[config.mk]
export PLATFORM = sky130hd
export DESIGN_NAME = vtimer_slice
export DESIGN_NICKNAME = d
export VERILOG_FILES = /design/src/rtl/vtimer_slice.sv
export SDC_FILE = /design/constraint.sdc
export NUM_CORES = 1
export LEC_CHECK = 0
export BUFFER_PORTS_ARGS = -buffer_cell sky130_fd_sc_hd__buf_2
export CORE_MARGIN = 2
export CORE_UTILIZATION = 40
export CTS_BUF_LIST = sky130_fd_sc_hd__clkbuf_16
export CTS_CLUSTER_SIZE = 8
export DETAILED_ROUTE_END_ITERATION = 8
export GPL_TIMING_DRIVEN = 0
export PLACE_DENSITY_LB_ADDON = 0.08
export SLEW_MARGIN = 15
export SYNTH_ARGS = -nofsm -noshare
export SYNTH_HDL_FRONTEND = slang
export SYNTH_SLANG_ARGS = --single-unit
[constraint.sdc]
create_clock -name clk -period 4.1 [get_ports clk]
set_clock_uncertainty 0.2 [all_clocks]
set_input_delay 0.41 -clock clk [delete_from_list [all_inputs] [get_ports clk]]
set_output_delay 0.41 -clock clk [all_outputs]
set_load 0.1 [all_outputs]
[src/rtl/vtimer_slice.sv]
module vtimer_slice #(
  parameter int CW = 16,
  parameter int PW = 8
) (
  input  logic          clk,
  input  logic          rst_n,
  input  logic          wr_en,
  input  logic [2:0]    wr_addr,
  input  logic [CW-1:0] wr_data,
  input  logic [2:0]    rd_addr,
  output logic [CW-1:0] rd_data,
  input  logic [1:0]    cap_in,
  output logic [1:0]    pwm_out,
  output logic          cap_irq
);
  localparam int HW = CW / 2;
  localparam logic [1:0] M_DUAL = 2'd0;
  localparam logic [1:0] M_WIDE = 2'd1;
  localparam logic [1:0] M_CAP  = 2'd2;

  logic [1:0]    mode;
  logic          run;
  logic [3:0]    esel;
  logic [PW-1:0] presc, pdiv;
  logic [CW-1:0] per_sh, duty_sh, per_act, duty_act, cnt, cap0, cap1;
  logic [1:0]    flag, ovr, s1, s2, s3, ev, hit, fclr, oclr;

  wire active   = run && (mode != 2'd3);
  wire tick     = active && (pdiv == presc);
  wire ctrl_wr  = wr_en && (wr_addr == 3'd0);
  wire mode_chg = ctrl_wr && (wr_data[1:0] != mode);
  wire stat_wr  = wr_en && (wr_addr == 3'd6);
  wire wrap_lo  = cnt[HW-1:0] == per_act[HW-1:0];
  wire wrap_hi  = cnt[CW-1:HW] == per_act[CW-1:HW];
  wire wrap_w   = cnt == per_act;
  wire load_lo  = !active || (tick && ((mode == M_DUAL && wrap_lo) || (mode == M_WIDE && wrap_w)));
  wire load_hi  = !active || (tick && ((mode == M_DUAL && wrap_hi) || (mode == M_WIDE && wrap_w)));

  always_ff @(posedge clk) begin
    if (!rst_n) begin
      mode <= M_DUAL; run <= 1'b0; esel <= '0; presc <= '0;
      per_sh <= '0; duty_sh <= '0;
    end else if (wr_en) begin
      case (wr_addr)
        3'd0: begin
          mode <= wr_data[1:0];
          run  <= mode_chg ? 1'b0 : wr_data[2];
          esel <= wr_data[7:4];
        end
        3'd1: presc   <= wr_data[PW-1:0];
        3'd2: per_sh  <= wr_data;
        3'd3: duty_sh <= wr_data;
        default: ;
      endcase
    end
  end

  always_ff @(posedge clk) begin
    if (!rst_n) begin
      pdiv <= '0; cnt <= '0;
    end else if (!active || mode_chg) begin
      pdiv <= '0; cnt <= '0;
    end else begin
      pdiv <= tick ? '0 : pdiv + 1'b1;
      if (tick) begin
        case (mode)
          M_DUAL: begin
            cnt[HW-1:0]  <= wrap_lo ? '0 : cnt[HW-1:0] + 1'b1;
            cnt[CW-1:HW] <= wrap_hi ? '0 : cnt[CW-1:HW] + 1'b1;
          end
          M_WIDE:  cnt <= wrap_w ? '0 : cnt + 1'b1;
          default: cnt <= cnt + 1'b1;
        endcase
      end
    end
  end

  always_ff @(posedge clk) begin
    if (!rst_n) begin
      per_act <= '0; duty_act <= '0;
    end else begin
      if (load_lo) begin
        per_act[HW-1:0]  <= per_sh[HW-1:0];
        duty_act[HW-1:0] <= duty_sh[HW-1:0];
      end
      if (load_hi) begin
        per_act[CW-1:HW]  <= per_sh[CW-1:HW];
        duty_act[CW-1:HW] <= duty_sh[CW-1:HW];
      end
    end
  end

  wire lo_on   = cnt[HW-1:0] < duty_act[HW-1:0];
  wire hi_on   = cnt[CW-1:HW] < duty_act[CW-1:HW];
  wire wide_on = cnt < duty_act;

  assign pwm_out[0] = active && ((mode == M_DUAL) ? lo_on : (mode == M_WIDE) ? wide_on : 1'b0);
  assign pwm_out[1] = active && (mode == M_DUAL) && hi_on;

  always_ff @(posedge clk) begin
    if (!rst_n) begin
      s1 <= '0; s2 <= '0; s3 <= '0;
    end else begin
      s1 <= cap_in; s2 <= s1; s3 <= s2;
    end
  end

  for (genvar i = 0; i < 2; i++) begin : g_cap
    assign ev[i]   = (s2[i] & ~s3[i] & esel[2*i]) | (~s2[i] & s3[i] & esel[2*i+1]);
    assign hit[i]  = ev[i] && active && (mode == M_CAP);
    assign fclr[i] = stat_wr && wr_data[i];
    assign oclr[i] = stat_wr && wr_data[i+2];

    always_ff @(posedge clk) begin
      if (!rst_n) begin
        flag[i] <= 1'b0; ovr[i] <= 1'b0;
      end else begin
        flag[i] <= hit[i] ? 1'b1 : (fclr[i] ? 1'b0 : flag[i]);
        ovr[i]  <= (hit[i] && flag[i] && !fclr[i]) ? 1'b1 : (oclr[i] ? 1'b0 : ovr[i]);
      end
    end

    assert_overrun_needs_flag_R9: assert property (@(posedge clk) disable iff (!rst_n)
      $rose(ovr[i]) |-> flag[i]);
    assert_flag_sticky_R8: assert property (@(posedge clk) disable iff (!rst_n)
      (flag[i] && !fclr[i]) |=> flag[i]);
  end

  always_ff @(posedge clk) begin
    if (!rst_n) begin
      cap0 <= '0; cap1 <= '0;
    end else begin
      if (hit[0]) cap0 <= cnt;
      if (hit[1]) cap1 <= cnt;
    end
  end

  assign cap_irq = |flag;

  always_comb begin
    case (rd_addr)
      3'd0:    rd_data = {{(CW-8){1'b0}}, esel, 1'b0, run, mode};
      3'd1:    rd_data = {{(CW-PW){1'b0}}, presc};
      3'd2:    rd_data = per_sh;
      3'd3:    rd_data = duty_sh;
      3'd4:    rd_data = cap0;
      3'd5:    rd_data = cap1;
      3'd6:    rd_data = {{(CW-4){1'b0}}, ovr, flag};
      default: rd_data = cnt;
    endcase
  end

  assert_mode_change_clears_R10: assert property (@(posedge clk) disable iff (!rst_n)
    mode_chg |=> (cnt == '0 && !run));
  assert_stopped_zero_R10: assert property (@(posedge clk) disable iff (!rst_n)
    !active |=> (cnt == '0));
  assert_presc_hold_R2: assert property (@(posedge clk) disable iff (!rst_n)
    (active && !tick && !mode_chg) |=> $stable(cnt));
  assert_period_bound_R4: assert property (@(posedge clk) disable iff (!rst_n)
    (active && mode == M_WIDE) |-> (cnt <= per_act));
  assert_capture_value_R7: assert property (@(posedge clk) disable iff (!rst_n)
    hit[0] |=> (cap0 == $past(cnt)));
  assert_quiet_in_capture_R11: assert property (@(posedge clk) disable iff (!rst_n)
    (mode == M_CAP) |-> (pwm_out == 2'b00));
endmodule

# == Word-level counts from Yosys, hierarchy flattened ==
# Index checks and enable logic that the tools add are counted.
# word_totals
ff_bits,145
in_bits,27
elab_cells,124
# classes
n_addsub,4
n_lt_le_gt_ge,3
n_eq_ne,18
n_mux,16
n_bitwise,15
reduce_logical,47
# ops
op,n
16-bit case mux with 7 select lines,1
16-bit case mux with 2 select lines,1
1-bit logical AND,25
"8-bit by 1-bit adder with 8-bit output, second input constant",3
8-bit equality test,3
"16-bit by 1-bit adder with 16-bit output, second input constant",1
16-bit equality test,1
16-bit less-than comparator,1
8-bit less-than comparator,2
16-bit 2-to-1 mux,1
8-bit 2-to-1 mux,2
"3-bit by 2-bit equality test with 1-bit output, second input constant",4
"3-bit equality test, second input constant",4
1-bit 2-to-1 mux,11
1-bit bitwise AND,8
2-bit AND reduction,4
2-bit nonzero test,4
"3-bit by 1-bit equality test with 1-bit output, second input constant",2
3-bit logical NOT,2
1-bit logical OR,5
1-bit NOT,5
2-bit OR reduction,2
1-bit logical NOT,3
3-bit OR reduction,1
other kinds (6),7

# == Logic depth before layout (Yosys ltp) ==
# logic_depth
word_depth,9
depth_mapped,9
depth_no_buf,8

# == Worst setup path before layout ==
# Ideal clock, no wire load.
# synth_path
path_kind,reg2out
from,reg duty_act[13]
to,out pwm_out[1]
t_arrival_ns,4.377
slack_ns,-0.887
path_stages_with_launch,7
cell_sequence,dfxtp_1 -> inv_1 -> ha_1 -> a21o_1 -> a21o_1 -> a211o_1 -> nor4b_1
# synth_between
elab_chain_cells,2
# synth_rtl
item,line_no,text
from (decl),25,"logic [CW-1:0] per_sh, duty_sh, per_act, duty_act, cnt, cap0, cap1;"
"from (signal, indexed assignment)",84,duty_act[HW-1:0] <= duty_sh[HW-1:0];
"from (signal, indexed assignment)",88,duty_act[CW-1:HW] <= duty_sh[CW-1:HW];
8-bit less-than comparator,94,wire hi_on = cnt[CW-1:HW] < duty_act[CW-1:HW];
1-bit logical AND,98,assign pwm_out[1] = active && (mode == M_DUAL) && hi_on;
to (decl),13,"output logic [1:0] pwm_out,"
# Every way passes these cells.

# == Final worst setup path ==
# layout_path
from,reg duty_act[13]
to,out pwm_out[0]
# layout_between
elab_chain_cells,4
# layout_rtl
item,line_no,text
16-bit less-than comparator,95,wire wide_on = cnt < duty_act;
1-bit 2-to-1 mux (2 in series),97,assign pwm_out[0] = active && ((mode == M_DUAL) ? lo_on : (mode == M_WIDE) ? wide_on : 1'b0);
1-bit logical AND,97,
# Every way passes these cells.

==> impl_metrics.py <==
metrics = {
    "routing": {
        "routed_wl_um": 23500,
        "drtPass1Iterations": 6,
        "drc": 0,
        "wire_per_inst_um": 19.9,
        "viasPerCell": 5.44,
        "ant_nets": 0,
        "dr_total_vias": 6406,
        "drt-initial-drc-count": 475,
    },
    "synth": {
        "async_flop_share_pct": 0,
        "synth_edf_count": 0,
        "synth_compound_area_share_pct": 13.7,
        "synthSimpleGateAreaFrac_pct": 20.9,
        "synthAdderAreaFrac_pct": 3.22,
        "synth_cells": 873,
        "synth_top_flop_cell": "dfxtp_1",
        "synth_area_mm2": 0.00738,
        "synth.avg_cell_area_um2": 8.45,
        "synthDistinctLibCells": 64,
        "synth_xor_area_share_pct": 5.02,
        "synth_common_cells": "nand2_1 (170), dfxtp_1 (145), nor2_1 (81), mux2i_1 (70), a21oi_1 (57)",
        "synth_top_family_by_area": "simple AND/OR/NAND/NOR gates",
        "synth_nets": 919,
        "synthMuxAreaShare_pct": 12.4,
        "synth.yosys.seq_area_share_pct": 39.4,
        "synth_top_area_share_pct": 39.4,
        "ys_ff_latch": 145,
        "yosysMostFrequentCell": "nand2_1",
        "ys_top_cells_by_area": "dfxtp_1 (39%), mux2i_1 (9.5%), nand2_1 (8.7%), nor2_1 (4.1%), a21oi_1 (3.9%)",
        "yosysWarnings": 0,
        "synth_top_cell_by_area": "dfxtp_1",
    },
    "worst_setup_path": {
        "crit_arrival_ns": 2.88,
        "cp.required_ns": 3.49,
        "critPathLaunchType": "register",
        "crit_fanout": 2,
        "critPathCaptureType": "output pin",
        "critical_path_class": "register to output pin",
    },
    "status": {
        "status": "completed",
    },
    "final_layout": {
        "num-fill-cells": 1869,
        "multiInputGateArea_mm2": 0.00408,
        "fin_nets": 981,
        "syn_to_final_growth_pct": 14.8,
        "final_layout_size_suffix_gt1_share_pct": 13.8,
        "diodes": 0,
        "final-seq-area_mm2": 0.00290,
    },
    "timing": {
        "setup-violations-final": 0,
        "tightest_slew_ns": 0.887,
        "rsz0062_at_grt": "no",
        "maxSlewHeadroom_pct": 40.3,
        "tns_ns": 0,
        "period_needed_ns": 3.49,
        "fmax_mhz": 287,
        "hold_viol": 0,
        "finalCritPeriodShare_pct": 85.0,
        "final-max-slew-violation-count": 0,
    },
    "clock_network": {
        "clk_pin_slew_worst_paths_ns": 0.07,
        "postCtsResizedCells": 0,
        "cts_root_buf": "clkbuf_16",
        "clock_sinks": 145,
        "holdBufCountCts": 2,
        "cts_buffers": 17,
        "post_cts.repair.setup_buffers": 0,
        "h-tree-depth": 4,
        "clk_latency_ns": 0.43,
        "cts_tree": "done",
        "cts_buffer_depth": 2,
    },
    "flow_run": {
        "drv_cap": 0,
    },
    "grt": {
        "grt_pass1_wl_um": 36400,
        "antenna_found_initial": 0,
        "grt_pass1_vias": 6217,
        "grt_overflow": 0,
        "grt_usage_pct": 24.5,
        "grt_max_degree": 17,
    },
    "power": {
        "power.leakage_nw": 3.10,
        "cellPowerDensity_mw_per_mm2": 376,
        "p_total_mw": 3.19,
        "ir_worst_vdd_v": 0.000294,
    },
    "floorplanning": {
        "die-area_mm2": 0.0195,
        "die_h_um": 140,
        "start_util_pct": 40.9,
        "ios": 46,
        "rows": 49,
        "core_area_mm2": 0.0180,
        "dieWidth_um": 140,
    },
    "placed_design": {
        "hpwl_um": 17800,
        "io_buffer_count": 41,
        "gp_congestion": 0.871,
    },
    "min_path": {
        "hold_class": "input port to register",
    },
}
## area by class of cell
cell class / count / area share [%]
clock inverters: 15 / 1.77
inverters: 22 / 0.975
repair buffers: 43 / 2.66
plain buffers: 63 / 3.80
clock buffers: 17 / 5.02
multi-input cells: 643 / 48.1
flip-flops and latches: 145 / 34.3
well taps: 229 / 3.38
## per-layer routing
metal / GRT usage [%] / wire length, um
met1: 33.4 / 10400
met3: 5.02 / 1640
met4: 10.0 / 820
met5: 0 / 0
met2: 38.0 / 10600
## state kept, by name, indices dropped and copies added (netlist names), 4 cells and up
| register | count |
|---|---|
| cap0 | 16 |
| per_act | 16 |
| esel | 4 |
| cnt | 16 |
| pdiv | 8 |
| per_sh | 16 |
| cap1 | 16 |
| duty_act | 16 |
| duty_sh | 16 |
| presc | 8 |
## critical path, cell delays in order (launching register included)
cell and delay [ns]:
dfxtp_1 0.33, inv_1 0.05, ha_1 0.30, a21o_1 0.16
a21o_1 0.17, a211o_1 0.31, nor2_1 0.27, o2111ai_1 0.24
nand3_1 0.18, buf_2 0.44
## stage by stage
step / hold slack, ns / utilization, % / setup WS [ns] / cells / instance area [um^2]
floorplan: 0.212 / - / 0.454 / 873 / 7380
global placement: 0.213 / 43.7 / 0.742 / 1143 / 7870
detailed placement: 0.220 / 43.7 / 0.733 / 1143 / 7870
CTS: 0.0188 / 47.0 / 0.616 / 1177 / 8470
global route: 0.0244 / 47.0 / 0.532 / 1177 / 8470
finish: 0.0324 / 47.0 / 0.614 / 1177 / 8470
## placed cells by master (no fill, tap or decap), drive strengths merged, types with 7 or more instances in the layout
cell	netlist	final
mux2i	70	70
mux4	8	8
nand3b	7	7
nand2	170	170
and3	8	8
nand3	32	32
dfxtp	145	145
a21oi	59	59
and2	9	9
buf	37	78
nor2	82	82
o22ai	7	7
inv	22	29
o21ai	36	36
xor2	15	15
nand4	10	10
ha	19	19
a21o	9	9
xnor2	23	23
clkbuf	26	43
## final timing paths
path / start / endpoint / slack (ns) / cells past startpoint
worst min register to register: s1[0] / s2[0] / 0.23 / 1
worst max register to register: run / duty_act[14] / 1.41 / 6
worst max-delay path: duty_act[13] / pwm_out[0] / 0.61 / 9
worst min-delay path: wr_data[12] / duty_sh[12] / 0.03 / 3
## report_power, final
| part | total [mW] | leakage (nW) | switching, mW | internal, mW |
|---|---|---|---|---|
| clock | 1.53 | 0.274 | 0.680 | 0.853 |
| combinational | 0.215 | 1.66 | 0.152 | 0.0628 |
| sequential | 1.44 | 1.17 | 0.0170 | 1.42 |
| total | 3.19 | 3.10 | 0.849 | 2.34 |
## kinds of logic (layout without fill, tap and decap cells)
| kind of cell | after synthesis | count (layout) |
|---|---|---|
| AO/OA/AOI/OAI | 160 | 160 |
| multiplexers | 81 | 81 |
| adder cells (fa/ha/maj) | 19 | 19 |
| XOR/XNOR | 38 | 38 |
| flip-flops | 145 | 145 |
| buffers and inverters | 85 | 160 |
| AND/OR/NAND/NOR | 345 | 345 |
(Power assumes the default switching activity.)
